===== config.mk =====
export PLATFORM = sky130hd
export DESIGN_NAME = ram_wiper
export DESIGN_NICKNAME = d
export VERILOG_FILES = /design/src/rtl/wipe_pkg.sv /design/src/rtl/wipe_ctrl.sv /design/src/rtl/wipe_datapath.sv /design/src/rtl/ram_wiper.sv
export SDC_FILE = /design/constraint.sdc
export NUM_CORES = 1
export LEC_CHECK = 0
export ABC_AREA = 1
export BUFFER_PORTS_ARGS = -buffer_cell sky130_fd_sc_hd__buf_4
export CAP_MARGIN = 15
export CORE_ASPECT_RATIO = 0.6
export CORE_UTILIZATION = 30
export CTS_CLUSTER_DIAMETER = 80
export DETAILED_ROUTE_END_ITERATION = 8
export GPL_ROUTABILITY_DRIVEN = 0
export HOLD_SLACK_MARGIN = 0.08
export REMOVE_ABC_BUFFERS = 1
export SLEW_MARGIN = 20
export SYNTH_ARGS = -nofsm -noshare
export SYNTH_HDL_FRONTEND = slang
export SYNTH_SLANG_ARGS = --single-unit
export TNS_END_PERCENT = 50

===== constraint.sdc =====
create_clock -name clk -period 1.5 [get_ports clk]
set_clock_uncertainty 0.05 [all_clocks]
set_input_delay 0 -clock clk [delete_from_list [all_inputs] [get_ports clk]]
set_output_delay 0 -clock clk [all_outputs]
set_load 0.05 [all_outputs]

===== src/rtl/wipe_pkg.sv =====
package wipe_pkg;

  localparam int WordBits = 32;

  typedef logic [WordBits-1:0] wordT;

  // Control-to-datapath strobes
  typedef struct packed {
    logic load;   // take a fresh seed
    logic step;   // advance one state
  } wipeStrobeT;

  typedef enum logic [1:0] {
    StIdle  = 2'b00,
    StRun   = 2'b01,
    StFault = 2'b10
  } wipeStateT;

  // Right-shifting Galois step
  function automatic wordT lfsrAdvance(input wordT cur, input wordT taps);
    wordT nxt;
    nxt = cur >> 1;
    if (cur[0]) nxt = nxt ^ taps;
    return nxt;
  endfunction

endpackage


===== src/rtl/wipe_ctrl.sv =====
module wipe_ctrl
  import wipe_pkg::*;
#(
  parameter int Depth = 1024,
  parameter int AddrW = 10
) (
  input  logic             clk,
  input  logic             rstN,
  input  logic             startI,
  output wipeStrobeT       strobeO,
  output logic             ramReqO,
  output logic [AddrW-1:0] ramAddrO,
  output logic             initDoneO,
  output logic             initErrO,
  output logic             busyO
);

  localparam logic [AddrW-1:0] LastAddr = AddrW'(Depth - 1);

  wipeStateT        state;
  logic [AddrW-1:0] cntMain;
  logic [AddrW-1:0] cntShadow;   // stored inverted
  logic             doneQ;
  logic             mismatch;
  logic             accept;

  assign mismatch = (cntMain != ~cntShadow);
  assign accept   = startI && (state == StIdle) && !mismatch;

  always_ff @(posedge clk or negedge rstN) begin
    if (!rstN) begin
      state     <= StIdle;
      cntMain   <= '0;
      cntShadow <= '1;
      doneQ     <= 1'b0;
    end else begin
      unique case (state)
        StIdle: begin
          if (mismatch) begin
            state <= StFault;
            doneQ <= 1'b0;
          end else if (startI) begin
            state     <= StRun;
            cntMain   <= '0;
            cntShadow <= '1;
            doneQ     <= 1'b0;
          end
        end
        StRun: begin
          if (mismatch) begin
            state <= StFault;
          end else if (cntMain == LastAddr) begin
            state <= StIdle;
            doneQ <= 1'b1;
          end else begin
            cntMain   <= cntMain + 1'b1;
            cntShadow <= cntShadow - 1'b1;
          end
        end
        default: begin
          state <= StFault;
          doneQ <= 1'b0;
        end
      endcase
    end
  end

  always_comb begin
    strobeO.load = accept;
    strobeO.step = (state == StRun);
  end

  assign ramReqO   = (state == StRun);
  assign ramAddrO  = cntMain;
  assign initDoneO = doneQ;
  assign initErrO  = (state == StFault);
  assign busyO     = (state != StIdle) || accept;

endmodule


===== src/rtl/wipe_datapath.sv =====
module wipe_datapath
  import wipe_pkg::*;
#(
  parameter logic [31:0] DefaultSeed = 32'h5A17C3E9,
  parameter logic [31:0] LfsrTaps    = 32'h80200003,
  parameter int          PermStride  = 13,   // odd, so the map is a bijection
  parameter int          PermOffset  = 5
) (
  input  logic       clk,
  input  logic       rstN,
  input  wipeStrobeT strobeI,
  input  wordT       seedI,
  output wordT       dataO
);

  wordT lfsrQ;
  wordT seedEff;

  assign seedEff = (seedI == '0) ? wordT'(DefaultSeed) : seedI;

  always_ff @(posedge clk or negedge rstN) begin
    if (!rstN) begin
      lfsrQ <= wordT'(DefaultSeed);
    end else if (strobeI.load) begin
      lfsrQ <= seedEff;
    end else if (strobeI.step) begin
      lfsrQ <= lfsrAdvance(lfsrQ, wordT'(LfsrTaps));
    end
  end

  for (genvar j = 0; j < WordBits; j++) begin : g_perm
    localparam int SrcBit = (j * PermStride + PermOffset) % WordBits;
    assign dataO[j] = lfsrQ[SrcBit];
  end

endmodule


===== src/rtl/ram_wiper.sv =====
module ram_wiper
  import wipe_pkg::*;
#(
  parameter int          MemBytes    = 4096,
  parameter logic [31:0] DefaultSeed = 32'h5A17C3E9,
  parameter logic [31:0] LfsrTaps    = 32'h80200003,
  parameter int          PermStride  = 13,
  parameter int          PermOffset  = 5,
  localparam int         Depth       = MemBytes / (WordBits / 8),
  localparam int         AddrW       = (Depth > 1) ? $clog2(Depth) : 1
) (
  input  logic             clk,
  input  logic             rstN,
  input  logic             startI,
  input  logic [31:0]      seedI,
  output logic             ramReqO,
  output logic [AddrW-1:0] ramAddrO,
  output logic [31:0]      ramDataO,
  output logic             initDoneO,
  output logic             initErrO,
  output logic             busyO
);

  wipeStrobeT strobe;

  wipe_ctrl #(
    .Depth (Depth),
    .AddrW (AddrW)
  ) ctrlInst (
    .clk       (clk),
    .rstN      (rstN),
    .startI    (startI),
    .strobeO   (strobe),
    .ramReqO   (ramReqO),
    .ramAddrO  (ramAddrO),
    .initDoneO (initDoneO),
    .initErrO  (initErrO),
    .busyO     (busyO)
  );

  wipe_datapath #(
    .DefaultSeed (DefaultSeed),
    .LfsrTaps    (LfsrTaps),
    .PermStride  (PermStride),
    .PermOffset  (PermOffset)
  ) dpInst (
    .clk     (clk),
    .rstN    (rstN),
    .strobeI (strobe),
    .seedI   (seedI),
    .dataO   (ramDataO)
  );

endmodule


# ---- Yosys cells after proc, flatten, opt, wreduce, memory -nomap -nowiden
# Index checks and enable logic that the tools add are counted.
# Widths: inputs -> output; s select.
dict set report totals {
  reg_bits 55
  in_bits 35
  output_inout_bits 46
  elab_cells 56
}
dict set report classes {
  add_sub_neg 2
  eq_ne 11
  n_mux 24
  bitwise_logic 2
  reduce_logical 12
}
# op n
set ops {}
lappend ops {{$mux 32} 4}
lappend ops {{$mux 10} 8}
lappend ops {{$pmux 10 s2} 2}
lappend ops {{$logic_not 32->1} 1}
lappend ops {{$add 10x1->10 const B} 1}
lappend ops {{$eq 10x10->1 const B} 1}
lappend ops {{$ne 10x10->1} 1}
lappend ops {{$not 10->10} 1}
lappend ops {{$sub 10x1->10 const B} 1}
lappend ops {{$mux 2} 4}
lappend ops {{$ne 2x2->1 const B} 4}
lappend ops {{$reduce_bool 2->1} 3}
lappend ops {{$reduce_and 5->1} 1}
lappend ops {{$mux 1} 4}
lappend ops {{$not 3->4} 1}
lappend ops {{$pmux 2 s2} 1}
lappend ops {{$ne 3x1->1 const B} 1}
lappend ops {{$ne 3x2->1 const B} 1}
lappend ops {{$reduce_and 3->1} 1}
lappend ops {{$eq 2x1->1 const B} 1}
lappend ops {{$eq 2x2->1 const B} 1}
lappend ops {{$logic_and 1x1->1} 2}
lappend ops {{$logic_not 2->1} 1}
lappend ops {{$ne 2x1->1 const B} 1}
lappend ops {{other kinds (4)} 4}

# ---- Longest topological paths before layout
# Gate-level depths: netlist (run 1).
dict set report logic_depth {
  depth_word 5
  mapped_depth 11
  ltp_nobuf 11
}

# ---- Modules after synthesis
# A second synthesis (run 1) with hierarchy kept.
dict set report unflattened {
  hier_cells 487
  area_unflattened_um2 3414.5
}
# mod instances cells_each area_each_um2 seq_area_each_um2
set modules_own_cells {}
lappend modules_own_cells {wipe_datapath 1 254 1801.7 822.0}
lappend modules_own_cells {wipe_ctrl 1 233 1612.8 588.1}

# ---- Worst setup path after synthesis (run 1)
# No wires, ideal clock.
dict set report synth_path {
  path_type {flip-flop to flip-flop}
  startpoint {register ctrlInst.cntMain[0], in the netlist ctrlInst.ramAddrO[0]}
  endpoint {register ctrlInst.cntMain[2], in the netlist ctrlInst.ramAddrO[2]}
  setup_time_ps 77
  arrival_time_ps 1828
  required_time_ps 1373
  path_slack_ps -455
  path_stages_with_launch 11
  path_buffers 1
  synth_period_minus_slack_ps 1955
  cell_sequence {dfrtp_1 ha_1 nand2_1 nor2_2 nand3_1 nand2_2 nand2_4 nand2_4 buf_6 nand2_1 o21ai_1}
}
dict set report synth_via {
  elab_chain_cells 4
  elab_cells_between_ends 10
  cone_classes {add/sub: 1; eq/ne: 5; mux: 3; reduce/logical: 1}
}
# item line_no
set synth_rtl {}
lappend synth_rtl {{from (decl)} wipe_ctrl.sv:21} ;# logic [AddrW-1:0] cntMain;
lappend synth_rtl {{from (signal assigned)} wipe_ctrl.sv:56} ;# cntMain <= cntMain + 1'b1;
lappend synth_rtl {{$add 10x1->10} wipe_ctrl.sv:56}
lappend synth_rtl {{$mux 10} wipe_ctrl.sv:52} ;# end else if (cntMain == LastAddr) begin
lappend synth_rtl {{$mux 10} wipe_ctrl.sv:50} ;# if (mismatch) begin
lappend synth_rtl {{$pmux 10 s2} wipe_ctrl.sv:37} ;# unique case (state)
# Parallel ways exist; a longest one is shown, timed or not. The select of a mux whose other input is x is not followed.
# A chain may end at the register's enable or synchronous reset.

# ---- Worst setup path after layout (run 1)
dict set report layout_path {
  startpoint {register ctrlInst.cntShadow[0]}
  endpoint {register ctrlInst.cntShadow[8]}
}
dict set report layout_via {
  elab_chain_cells 4
  elab_cells_between_ends 9
  cone_classes {add/sub: 1; eq/ne: 3; mux: 3; bitwise: 1; reduce/logical: 1}
}
# item line_no
set layout_rtl {}
lappend layout_rtl {{from (decl)} wipe_ctrl.sv:22} ;# logic [AddrW-1:0] cntShadow;
lappend layout_rtl {{from (signal assigned)} wipe_ctrl.sv:57} ;# cntShadow <= cntShadow - 1'b1;
lappend layout_rtl {{$sub 10x1->10 / $not 10->10 (equally long branches)} {wipe_ctrl.sv:57, wipe_ctrl.sv:27}}
lappend layout_rtl {{$mux 10 / $ne 10x10->1 (equally long branches)} {wipe_ctrl.sv:52, wipe_ctrl.sv:27}}
lappend layout_rtl {{$mux 10 / $ne 2x2->1 (equally long branches)} -}
lappend layout_rtl {{$pmux 10 s2 / $reduce_and 5->1 (equally long branches)} -}
# Parallel ways exist; a longest one is shown, timed or not. The select of a mux whose other input is x is not followed.

==> flow_metrics.py, run 1 <==
metrics = {
    "outcome": {
        "status": "finished with violations",
        "violations": "setup timing",
    },
    "drt": {
        "via_count": 4069,
        "dr.pass1.iters": 5,
        "drc": 0,
        "via_per_inst": 5.04,
        "drt_iter0_drc": 363,
        "wl_per_cell_um": 16.1,
        "drt_wl_total_um": 13000,
        "ant_nets": 0,
    },
    "global_route": {
        "grt_util_all_layers_pct": 22.5,
        "busiest_layer": "met1",
        "grt_max_degree": 29,
        "grtUsageMet3_pct": 5.02,
        "antenna_found_initial": 0,
        "globalRouteMet1Util_pct": 35.1,
        "grt_pass1_wl_um": 20700,
        "gr-total-overflow": 0,
        "grt_util_met2_pct": 32.2,
        "grt_pass1_vias": 3812,
    },
    "synth": {
        "synth_edf_count": 0,
        "postSynthCellCount": 471,
        "synth_top_area_share_pct": 20.6,
        "synth.area.top_cells": "dfstp_2 21%, dfrtp_1 20%, nand3_1 13%",
        "yosysWarningCount": 0,
        "async_flop_share_pct": 100,
        "synthTopCellsByCount": "118 x nand2_1, 92 x nand3_1, 37 x inv_1, 37 x nor2_1, 28 x dfrtp_1",
        "yosysUniqueCellTypes": 33,
        "yosysTopAreaCell": "dfstp_2",
        "yosysSeqAreaShare_pct": 41.0,
        "synth.most_common_cell": "nand2_1",
        "ys_dominant_reg_cell": "dfrtp_1",
        "synth_area_per_cell_um2": 7.31,
        "ys_ff_latch": 55,
        "synth_area_um2": 3440,
    },
    "pwr": {
        "combPwrFrac_pct": 7.1,
        "p_leak_nw": 2.74,
        "power_mw": 2.98,
        "powerDensity_nw_per_um2": 517,
        "clkPwrFrac_pct": 43.0,
        "internal_power_mw": 2.33,
        "vdd_ir_drop_max_uv": 477,
        "seqPwrFrac_pct": 49.8,
        "swShare_pct": 22.0,
        "power.switching_mw": 0.656,
    },
    "setup_path": {
        "reg2reg_slack_ns": -0.34,
        "start_kind": "flop",
        "critPathMaxFanout": 3,
        "required_ns": 1.70,
        "worstPathArrival_ns": 2.03,
        "end_kind": "flop",
        "worstSetupPathType": "reg -> reg",
    },
    "floorplan": {
        "ioPinCount": 81,
        "core_area_um2": 10800,
        "start_util_pct": 31.7,
        "die_w_um": 140,
        "rows": 29,
        "die_h_um": 85.0,
        "dieArea_um2": 11900,
    },
    "sta": {
        "fin_ws_ns": -0.337,
        "setup_viol": 56,
        "drv_slew": 0,
        "max_clock_freq_mhz": 544,
        "finalHoldViolCount": 0,
        "worstMarginPinSlew_ns": 0.389,
        "max_slew_margin_pct": 74.0,
        "finalCritPeriodShare_pct": 122,
        "min_period_ns": 1.84,
        "rsz0062_at_grt": "yes",
        "whs_ns": 0.108,
    },
    "clocking": {
        "clockRootBuffer": "clkbuf_16",
        "cts_tree": "done",
        "cts_buffer_depth": 2,
        "ctsHtreeMaxLevel": 2,
        "numClockSinks": 55,
        "insertion_delay_ns": 0.30,
        "clk_pin_slew_ns": 0.08,
        "cts_buffers": 5,
    },
    "cells_and_area": {
        "num-fill-cells": 981,
        "drive_gt1_share_pct": 47.7,
        "syn_to_final_growth_pct": 67.4,
        "n_antenna_cell": 0,
        "nets": 705,
    },
    "place": {
        "port-buffer-count": 80,
        "dp_hpwl_um": 9050,
    },
    "run": {
        "cap_violations": 0,
    },
    "worst_hold_path": {
        "hold_class": "in -> async",
    },
}
[registers in the layout, indices dropped and copies added (netlist names)]
name,flops
ctrlInst.cntShadow,10
ctrlInst.initDoneO,1
ctrlInst.ramAddrO,10
dpInst.lfsrQ,32
ctrlInst.state,2
[routing by layer]
metal,vias up,share of wire [%]
met4,0,0.52
met2,184,42
met5,-,0
li1,1935,-
met1,1939,48
met3,11,9.5
[power groups by stage]
stage / registers, mW / clock network [mW] / logic, mW
6_report: 1.49 / 1.28 / 0.212
3_5_place_dp: 1.51 / 0 / 0.143
3_3_place_gp: 1.51 / 0 / 0.141
2_1_floorplan: 1.51 / 0 / 0.0133
5_1_grt: 1.49 / 1.35 / 0.230
4_1_cts: 1.49 / 1.29 / 0.212
[stage by stage]
stage                     TNS [ns]  utilization (%)  worst slack (ns)  instances  instance area, um2
after floorplan             -36.50                -             -1.11        456                3360
after global placement      -10.99             43.5            -0.281        748                4720
after detailed placement    -13.83             43.5            -0.344        748                4720
after CTS                   -13.49             52.4            -0.327        808                5690
after global routing        -19.34             53.1            -0.431        808                5770
final                       -13.97             53.1            -0.337        808                5770
[path summary, 6_finish.rpt]
kind,start,end,cells past startpoint
max,ctrlInst.cntShadow[0],ctrlInst.cntShadow[8],10
min,rstN,ctrlInst.ramAddrO[2],2
max reg2reg,ctrlInst.cntShadow[0],ctrlInst.cntShadow[8],10
min reg2reg,ctrlInst.cntShadow[3],ctrlInst.cntShadow[3],2
max in group asynchronous,rstN,dpInst.lfsrQ[6],3
min in group clk,startI,ctrlInst.initDoneO,6
[worst max-delay path, cell delays in order (launching register included)]
cell and delay, ns:
dfstp_2 0.57, inv_2 0.05, buf_4 0.14, buf_4 0.13, ha_1 0.21, nand3_1 0.15, nor2_2 0.08, nand3_1 0.08
xor2_1 0.17, o21ai_1 0.09, inv_1 0.06
[layout make-up]
class	instances	area, um2	area share [%]
well taps	139	174	3.02
repair inverters	1	16.3	0.282
multi-input cells	346	2040	35.3
inverters	56	230	3.99
clock buffers	8	156	2.71
flip-flops and latches	55	1410	24.5
repair buffers	203	1740	30.2
[cells in the final DEF, fill, tap and decap left out, types with 9 or more instances in the layout]
| master | count |
|---|---|
| inv_1 | 35 |
| nand2_1 | 96 |
| dlygate4sd3_1 | 33 |
| nand4_1 | 21 |
| nand3_2 | 13 |
| nand2_2 | 24 |
| inv_2 | 19 |
| o21ai_2 | 17 |
| nand3_1 | 77 |
| buf_4 | 156 |
| o21ai_1 | 9 |
| dfrtp_1 | 28 |
| nor2_1 | 31 |
| dfstp_2 | 27 |
| nor2_2 | 13 |
[logic make-up (layout without fill, tap and decap cells)]
group	count (synthesis)	after routing	share of synthesized area, %
fa+ha+maj	2	2	0.727
buf+inv	71	268	8.58
compound gates	37	37	6.25
flops	55	55	41.0
simple gates	298	299	41.5
xor+xnor	8	8	2.03
[what timing repair did]
item | in CTS | in global routing
gates resized for setup | 82 | 18
cloned | 5 | 0
setup endpoints to repair | 56 | 56
hold buffers | 33 | 0
buffers inserted | 15 | 0
hold endpoints to repair | 73 | 0
pin swaps | 23 | 10
Power figures use the tool's default switching activity.
==> inputs of run 2 (changes only) <==
CTS_BUF_LIST = sky130_fd_sc_hd__clkbuf_8   (was default)
SLEW_MARGIN = 15   (was 20)
==> flow_metrics.py, run 2 (same netlist as run 1, synthesis figures left out) <==
metrics = {
    "place": {
        "port-buffer-count": 80,
        "dp_cells": 748,
        "dpl-instance-area_um2": 4720,
        "dp_hpwl_um": 9050,
    },
    "sta": {
        "drv_slew": 0,
        "whs_ns": 0.0881,
        "worstMarginPinSlew_ns": 0.394,
        "max_slew_margin_pct": 73.7,
        "finalCritPeriodShare_pct": 124,
        "setup_viol": 56,
        "fin_ws_ns": -0.355,
        "finalHoldViolCount": 0,
        "rsz0062_at_grt": "yes",
        "max_clock_freq_mhz": 539,
        "min_period_ns": 1.85,
    },
    "setup_path": {
        "start_kind": "flop",
        "end_kind": "primary output",
        "worstSetupPathType": "reg -> out",
        "critPathMaxFanout": 3,
        "worstPathArrival_ns": 1.80,
        "required_ns": 1.45,
    },
    "floorplan": {
        "dieArea_um2": 11900,
        "core_area_um2": 10800,
        "die_w_um": 140,
        "rows": 29,
        "ioPinCount": 81,
        "start_util_pct": 31.7,
        "die_h_um": 85.0,
    },
    "cells_and_area": {
        "instances_no_fill": 814,
        "syn_to_final_growth_pct": 67.9,
        "drive_gt1_share_pct": 46.4,
        "n_antenna_cell": 0,
        "final_area_um2": 5780,
        "largest_reg_flops": 32,
        "nets": 711,
        "final_util_pct": 53.3,
        "final_common_cell": "buf_4",
        "most-common-layout-cells": "157 x buf_4, 95 x nand2_1, 83 x nand3_1",
        "largest-register": "dpInst.lfsrQ",
    },
    "global_route": {
        "globalRouteMet1Util_pct": 34.3,
        "grt_util_all_layers_pct": 21.7,
        "grt_util_met2_pct": 31.2,
        "gr-total-overflow": 0,
        "grt_max_degree": 29,
        "busiest_layer": "met1",
        "grtUsageMet3_pct": 4.06,
        "grt_pass1_wl_um": 20100,
        "antenna_found_initial": 0,
        "grt_pass1_vias": 3727,
    },
    "pwr": {
        "vdd_ir_drop_max_uv": 330,
        "p_leak_nw": 2.68,
        "powerDensity_nw_per_um2": 455,
        "power_mw": 2.63,
    },
    "drt": {
        "dr.pass1.iters": 5,
        "drt_wl_total_um": 12800,
        "via_per_inst": 4.94,
        "drc": 0,
        "via_count": 4020,
        "drt_iter0_drc": 296,
        "wl_per_cell_um": 15.7,
        "ant_nets": 0,
    },
    "clocking": {
        "cts_tree": "done",
        "insertion_delay_ns": 0.32,
        "numClockSinks": 55,
        "cts_buffer_depth": 2,
        "ctsHtreeMaxLevel": 2,
        "clockRootBuffer": "clkbuf_8",
        "cts_buffers": 5,
        "clk_pin_slew_ns": 0.10,
    },
    "run": {
        "cap_violations": 0,
    },
    "worst_hold_path": {
        "hold_class": "in -> async",
    },
    "outcome": {
        "status": "finished with violations",
        "violations": "setup timing",
    },
}
run 2: changes by cell type in the layout (fill, tap and decap cells not counted), sizes merged:
cell	delta
inv	+1
clkinv	-1
clkbuf	-1
buf	+7
run 2: per-layer routing:
metal  up-vias  share of wire [%]
li1       1952                  -
met1      1902                 49
met2       162                 42
met3         4                8.4
met4         0               0.16
met5         -                  0
run 2: final timing paths:
kind	cells after the start	to	slack, ns	from
worst max-delay path	10	busyO	-0.35	ctrlInst.cntShadow[5]
worst min-delay path	2	ctrlInst.ramAddrO[2]	0.09	rstN
worst max register to register	13	dpInst.lfsrQ[0]	-0.33	ctrlInst.cntShadow[5]
worst min register to register	2	ctrlInst.cntShadow[3]	0.45	ctrlInst.cntShadow[3]
max in group asynchronous	3	dpInst.lfsrQ[9]	0.74	rstN
min in group clk	6	ctrlInst.initDoneO	0.22	startI
run 2: power breakdown:
group	internal [mW]	switching, mW	total, mW	leakage (nW)
Clock	0.417	0.516	0.933	0.0557
Combinational	0.125	0.0860	0.211	2.07
Sequential	1.49	0	1.49	0.559
Total	2.03	0.602	2.63	2.68
run 2: final cells by class:
cell class	count	area, um2
inverters	56	230
fillers	987	5070
well taps	139	174
repair buffers	210	1830
flip-flops and latches	55	1410
clock inverters	1	3.75
clock buffers	7	96.3
multi-input cells	346	2040
run 2: repair_timing:
action | 4_1_cts | 5_1_grt
setup endpoints to repair | 56 | 57
cloned | 4 | 0
buffers inserted | 16 | 7
pin swaps | 13 | 21
resized for setup | 62 | 39
hold endpoints to repair | 73 | 0
hold buffers | 33 | 0
run 2: stage by stage:
step / setup TNS (ns) / setup WS, ns
after floorplan: -36.50 / -1.11
after global placement: -10.99 / -0.281
after detailed placement: -13.83 / -0.344
after CTS: -13.81 / -0.341
after global routing: -19.45 / -0.462
final: -13.97 / -0.355
run 2: critical path, stage by stage (launching register included):
cell     delay [ns]
dfstp_2        0.57
inv_2          0.04
nand2_2        0.06
nand2_2        0.06
inv_2          0.06
nand2_2        0.06
nor2_4         0.12
nand4_1        0.14
buf_6          0.16
nand3_2        0.07
buf_8          0.15
==> inputs of run 3 (changes only) <==
SYNTH_HIERARCHICAL = 1   (was default)
==> flow_metrics.py, run 3 <==
metrics = {
    "setup_path": {
        "worstPathCellList": "inv_1, nand2_1, nand2_2, nor2_2, nand2_2, nor2_8, nand3_4, inv_4, buf_8, nor2_4, buf_12, clkbuf_16, nor2_2, nand2_1, nand2_1",
        "reg2reg_slack_ns": -0.56,
        "critPathMaxFanout": 7,
        "cp_common_cell": "nand2_1",
        "rr_endpoint": "dpInst/lfsrQ[14]",
        "crit-reg2reg-launch": "ctrlInst/cntShadow[7]",
        "end_kind": "flop",
        "cp.depth": 15,
        "worstRegToRegCells": 15,
        "worstSetupPathType": "reg -> reg",
        "required_ns": 1.72,
        "worstPathArrival_ns": 2.28,
        "crit_family": "simple AND/OR/NAND/NOR gates",
        "slowest_stage": "dfstp_2",
        "cpPeakStageDelay_ns": 0.55,
        "start_kind": "flop",
        "worst-path-buf-inv": 5,
    },
    "sta": {
        "max_slew_margin_pct": 60.9,
        "setup_viol": 57,
        "rsz0062_at_grt": "yes",
        "finalHoldViolCount": 0,
        "whs_ns": 0.123,
        "fin_setup_tns_ns": -25.45,
        "fin_ws_ns": -0.561,
        "min_period_ns": 2.06,
        "drv_slew": 0,
        "max_clock_freq_mhz": 485,
        "worstMarginPinSlew_ns": 0.586,
        "finalCritPeriodShare_pct": 137,
    },
    "run": {
        "cap_violations": 0,
    },
    "worst_hold_path": {
        "hold_end": "ctrlInst/initDoneO",
        "hold_depth": 6,
        "min-delay-start": "startI",
        "hold_class": "in -> reg",
    },
    "synth": {
        "yosysUniqueCellTypes": 36,
        "synth.most_common_cell": "nand2_1",
        "synth_area_per_cell_um2": 7.01,
        "synth_top_family_by_area": "simple AND/OR/NAND/NOR gates",
        "async_flop_share_pct": 100,
        "synth_fa_ha_area_share_pct": 0.733,
        "synth_edf_count": 0,
        "synth-compound-area-share_pct": 12.6,
        "muxShareOfSynthArea_pct": 0,
        "yosysSeqAreaShare_pct": 41.3,
        "yosysWarningCount": 6,
        "synthTopCellsByCount": "145 x nand2_1, 87 x nor2_1, 39 x inv_1, 34 x o21ai_0, 28 x dfrtp_1",
        "ys_dominant_reg_cell": "dfrtp_1",
        "synth_xor_area_share_pct": 0.513,
        "synth_top_area_share_pct": 20.8,
        "synth_area_um2": 3410,
        "synth.area.top_cells": "dfstp_2 21%, dfrtp_1 21%, nand2_1 16%",
        "ys_ff_latch": 55,
        "synth-simple-area-share_pct": 35.5,
        "postSynthCellCount": 487,
        "yosysTopAreaCell": "dfstp_2",
    },
    "floorplan": {
        "dieArea_um2": 11800,
        "die_w_um": 140,
        "die_h_um": 84.6,
        "ioPinCount": 81,
        "core_area_um2": 10800,
        "rows": 29,
        "start_util_pct": 31.6,
    },
    "drt": {
        "wl_per_cell_um": 16.0,
        "drt_wl_total_um": 13100,
        "drt_iter0_drc": 317,
        "via_per_inst": 4.99,
        "via_count": 4109,
        "drc": 0,
        "dr.pass1.iters": 5,
        "ant_nets": 0,
    },
    "clocking": {
        "insertion_delay_ns": 0.32,
        "cts_tree": "done",
        "clockRootBuffer": "clkbuf_8",
        "clk_pin_slew_ns": 0.10,
        "ctsHtreeMaxLevel": 2,
        "cts_buffer_depth": 2,
        "cts_buffers": 5,
        "numClockSinks": 55,
    },
    "global_route": {
        "antenna_found_initial": 0,
        "grt_util_all_layers_pct": 20.9,
        "gr-total-overflow": 0,
        "grt_pass1_wl_um": 19400,
        "grt_pass1_vias": 3752,
        "grt_max_degree": 37,
    },
    "cells_and_area": {
        "final_area_um2": 5660,
        "n_antenna_cell": 0,
        "drive_gt1_share_pct": 45.9,
        "most-common-layout-cells": "146 x buf_4, 111 x nand2_1, 65 x nor2_1",
        "largest-register": "dpInst/lfsrQ",
        "final_common_cell": "buf_4",
        "largest_reg_flops": 32,
        "nets": 720,
        "instances_no_fill": 823,
        "syn_to_final_growth_pct": 65.8,
    },
    "pwr": {
        "p_leak_nw": 2.73,
        "powerDensity_nw_per_um2": 453,
        "vdd_ir_drop_max_uv": 348,
    },
    "place": {
        "dp_cells": 754,
        "place_ws_ns": -0.607,
        "dp_hpwl_um": 8390,
        "dpl-instance-area_um2": 4600,
        "port-buffer-count": 80,
    },
    "outcome": {
        "status": "finished with violations",
        "violations": "setup timing",
    },
}
## run 3: cell count changes after synthesis, moves of 6 or more
| cell | previous run | this run |
|---|---|---|
| a21oi_1 | 2 | 13 |
| a21oi_2 | 6 | 0 |
| a22oi_1 | 0 | 6 |
| nand2_1 | 118 | 145 |
| nand3_1 | 92 | 15 |
| nand4_1 | 21 | 8 |
| nor2_1 | 37 | 87 |
| o21ai_0 | 9 | 34 |
| xor2_1 | 7 | 1 |
## run 3: worst max-delay path by stage
stage                                     start          endpoint
after global routing      ctrlInst/cntShadow[7]  dpInst/lfsrQ[16]
after detailed placement  ctrlInst/cntShadow[0]   dpInst/lfsrQ[1]
after CTS                 ctrlInst/cntShadow[2]   dpInst/lfsrQ[5]
after floorplan            ctrlInst/ramAddrO[3]   dpInst/lfsrQ[1]
after global placement    ctrlInst/cntShadow[9]   dpInst/lfsrQ[1]
final                     ctrlInst/cntShadow[7]  dpInst/lfsrQ[14]
## run 3: cells by family after synthesis
kind of cell,after synthesis
compound gates,80
xor+xnor,2
fa+ha+maj,2
buf+inv,70
flops,55
simple gates,278
## run 3: per-layer routing
layer	GRT usage [%]	part of all wire, %	up-vias
met3	3.94	9.6	27
met4	4.50	1.2	0
met5	0	0	-
met1	31.5	48	1931
met2	30.8	41	209
li1	-	-	1942
## run 3: where the power goes
group | leakage, nW | switching, mW | internal [mW] | total [mW]
clock network | 0.0402 | 0.534 | 0.327 | 0.861
logic | 2.08 | 0.0892 | 0.129 | 0.218
registers | 0.614 | 0 | 1.49 | 1.49
total | 2.73 | 0.623 | 1.94 | 2.56
## run 3: final cells by class
class | instances | area [um2]
repair buffers | 202 | 1780
clock buffers | 5 | 68.8
fillers | 1007 | 5150
well taps | 139 | 174
flip-flops and latches | 55 | 1410
repair inverters | 3 | 23.8
clock inverters | 3 | 20.0
inverters | 54 | 228
multi-input cells | 362 | 1950
## run 3: per-stage QoR
stage | util, % | total power, mW
3_5_place_dp | 42.5 | 1.65
6_report | 52.3 | 2.56
5_1_grt | 52.3 | 2.67
2_1_floorplan | - | 1.53
3_3_place_gp | 42.5 | 1.65
4_1_cts | 49.2 | 2.59
## run 3: what timing repair did
item | CTS | global route
hold endpoints to repair | 73 | 0
setup endpoints to repair | 57 | 67
setup buffers | 12 | 9
pin swaps | 9 | 40
hold buffers | 35 | 0
resized for setup | 45 | 69
cloned | 2 | 7
## run 3: worst reg2reg max path: stages (launching register included)
cell and delay (ns):
dfstp_2 0.55, inv_1 0.05, nand2_1 0.07, nand2_2 0.08
nor2_2 0.13, nand2_2 0.11, nor2_8 0.14, nand3_4 0.09
inv_4 0.08, buf_8 0.11, nor2_4 0.05, buf_12 0.13
clkbuf_16 0.17, nor2_2 0.10, nand2_1 0.05, nand2_1 0.06
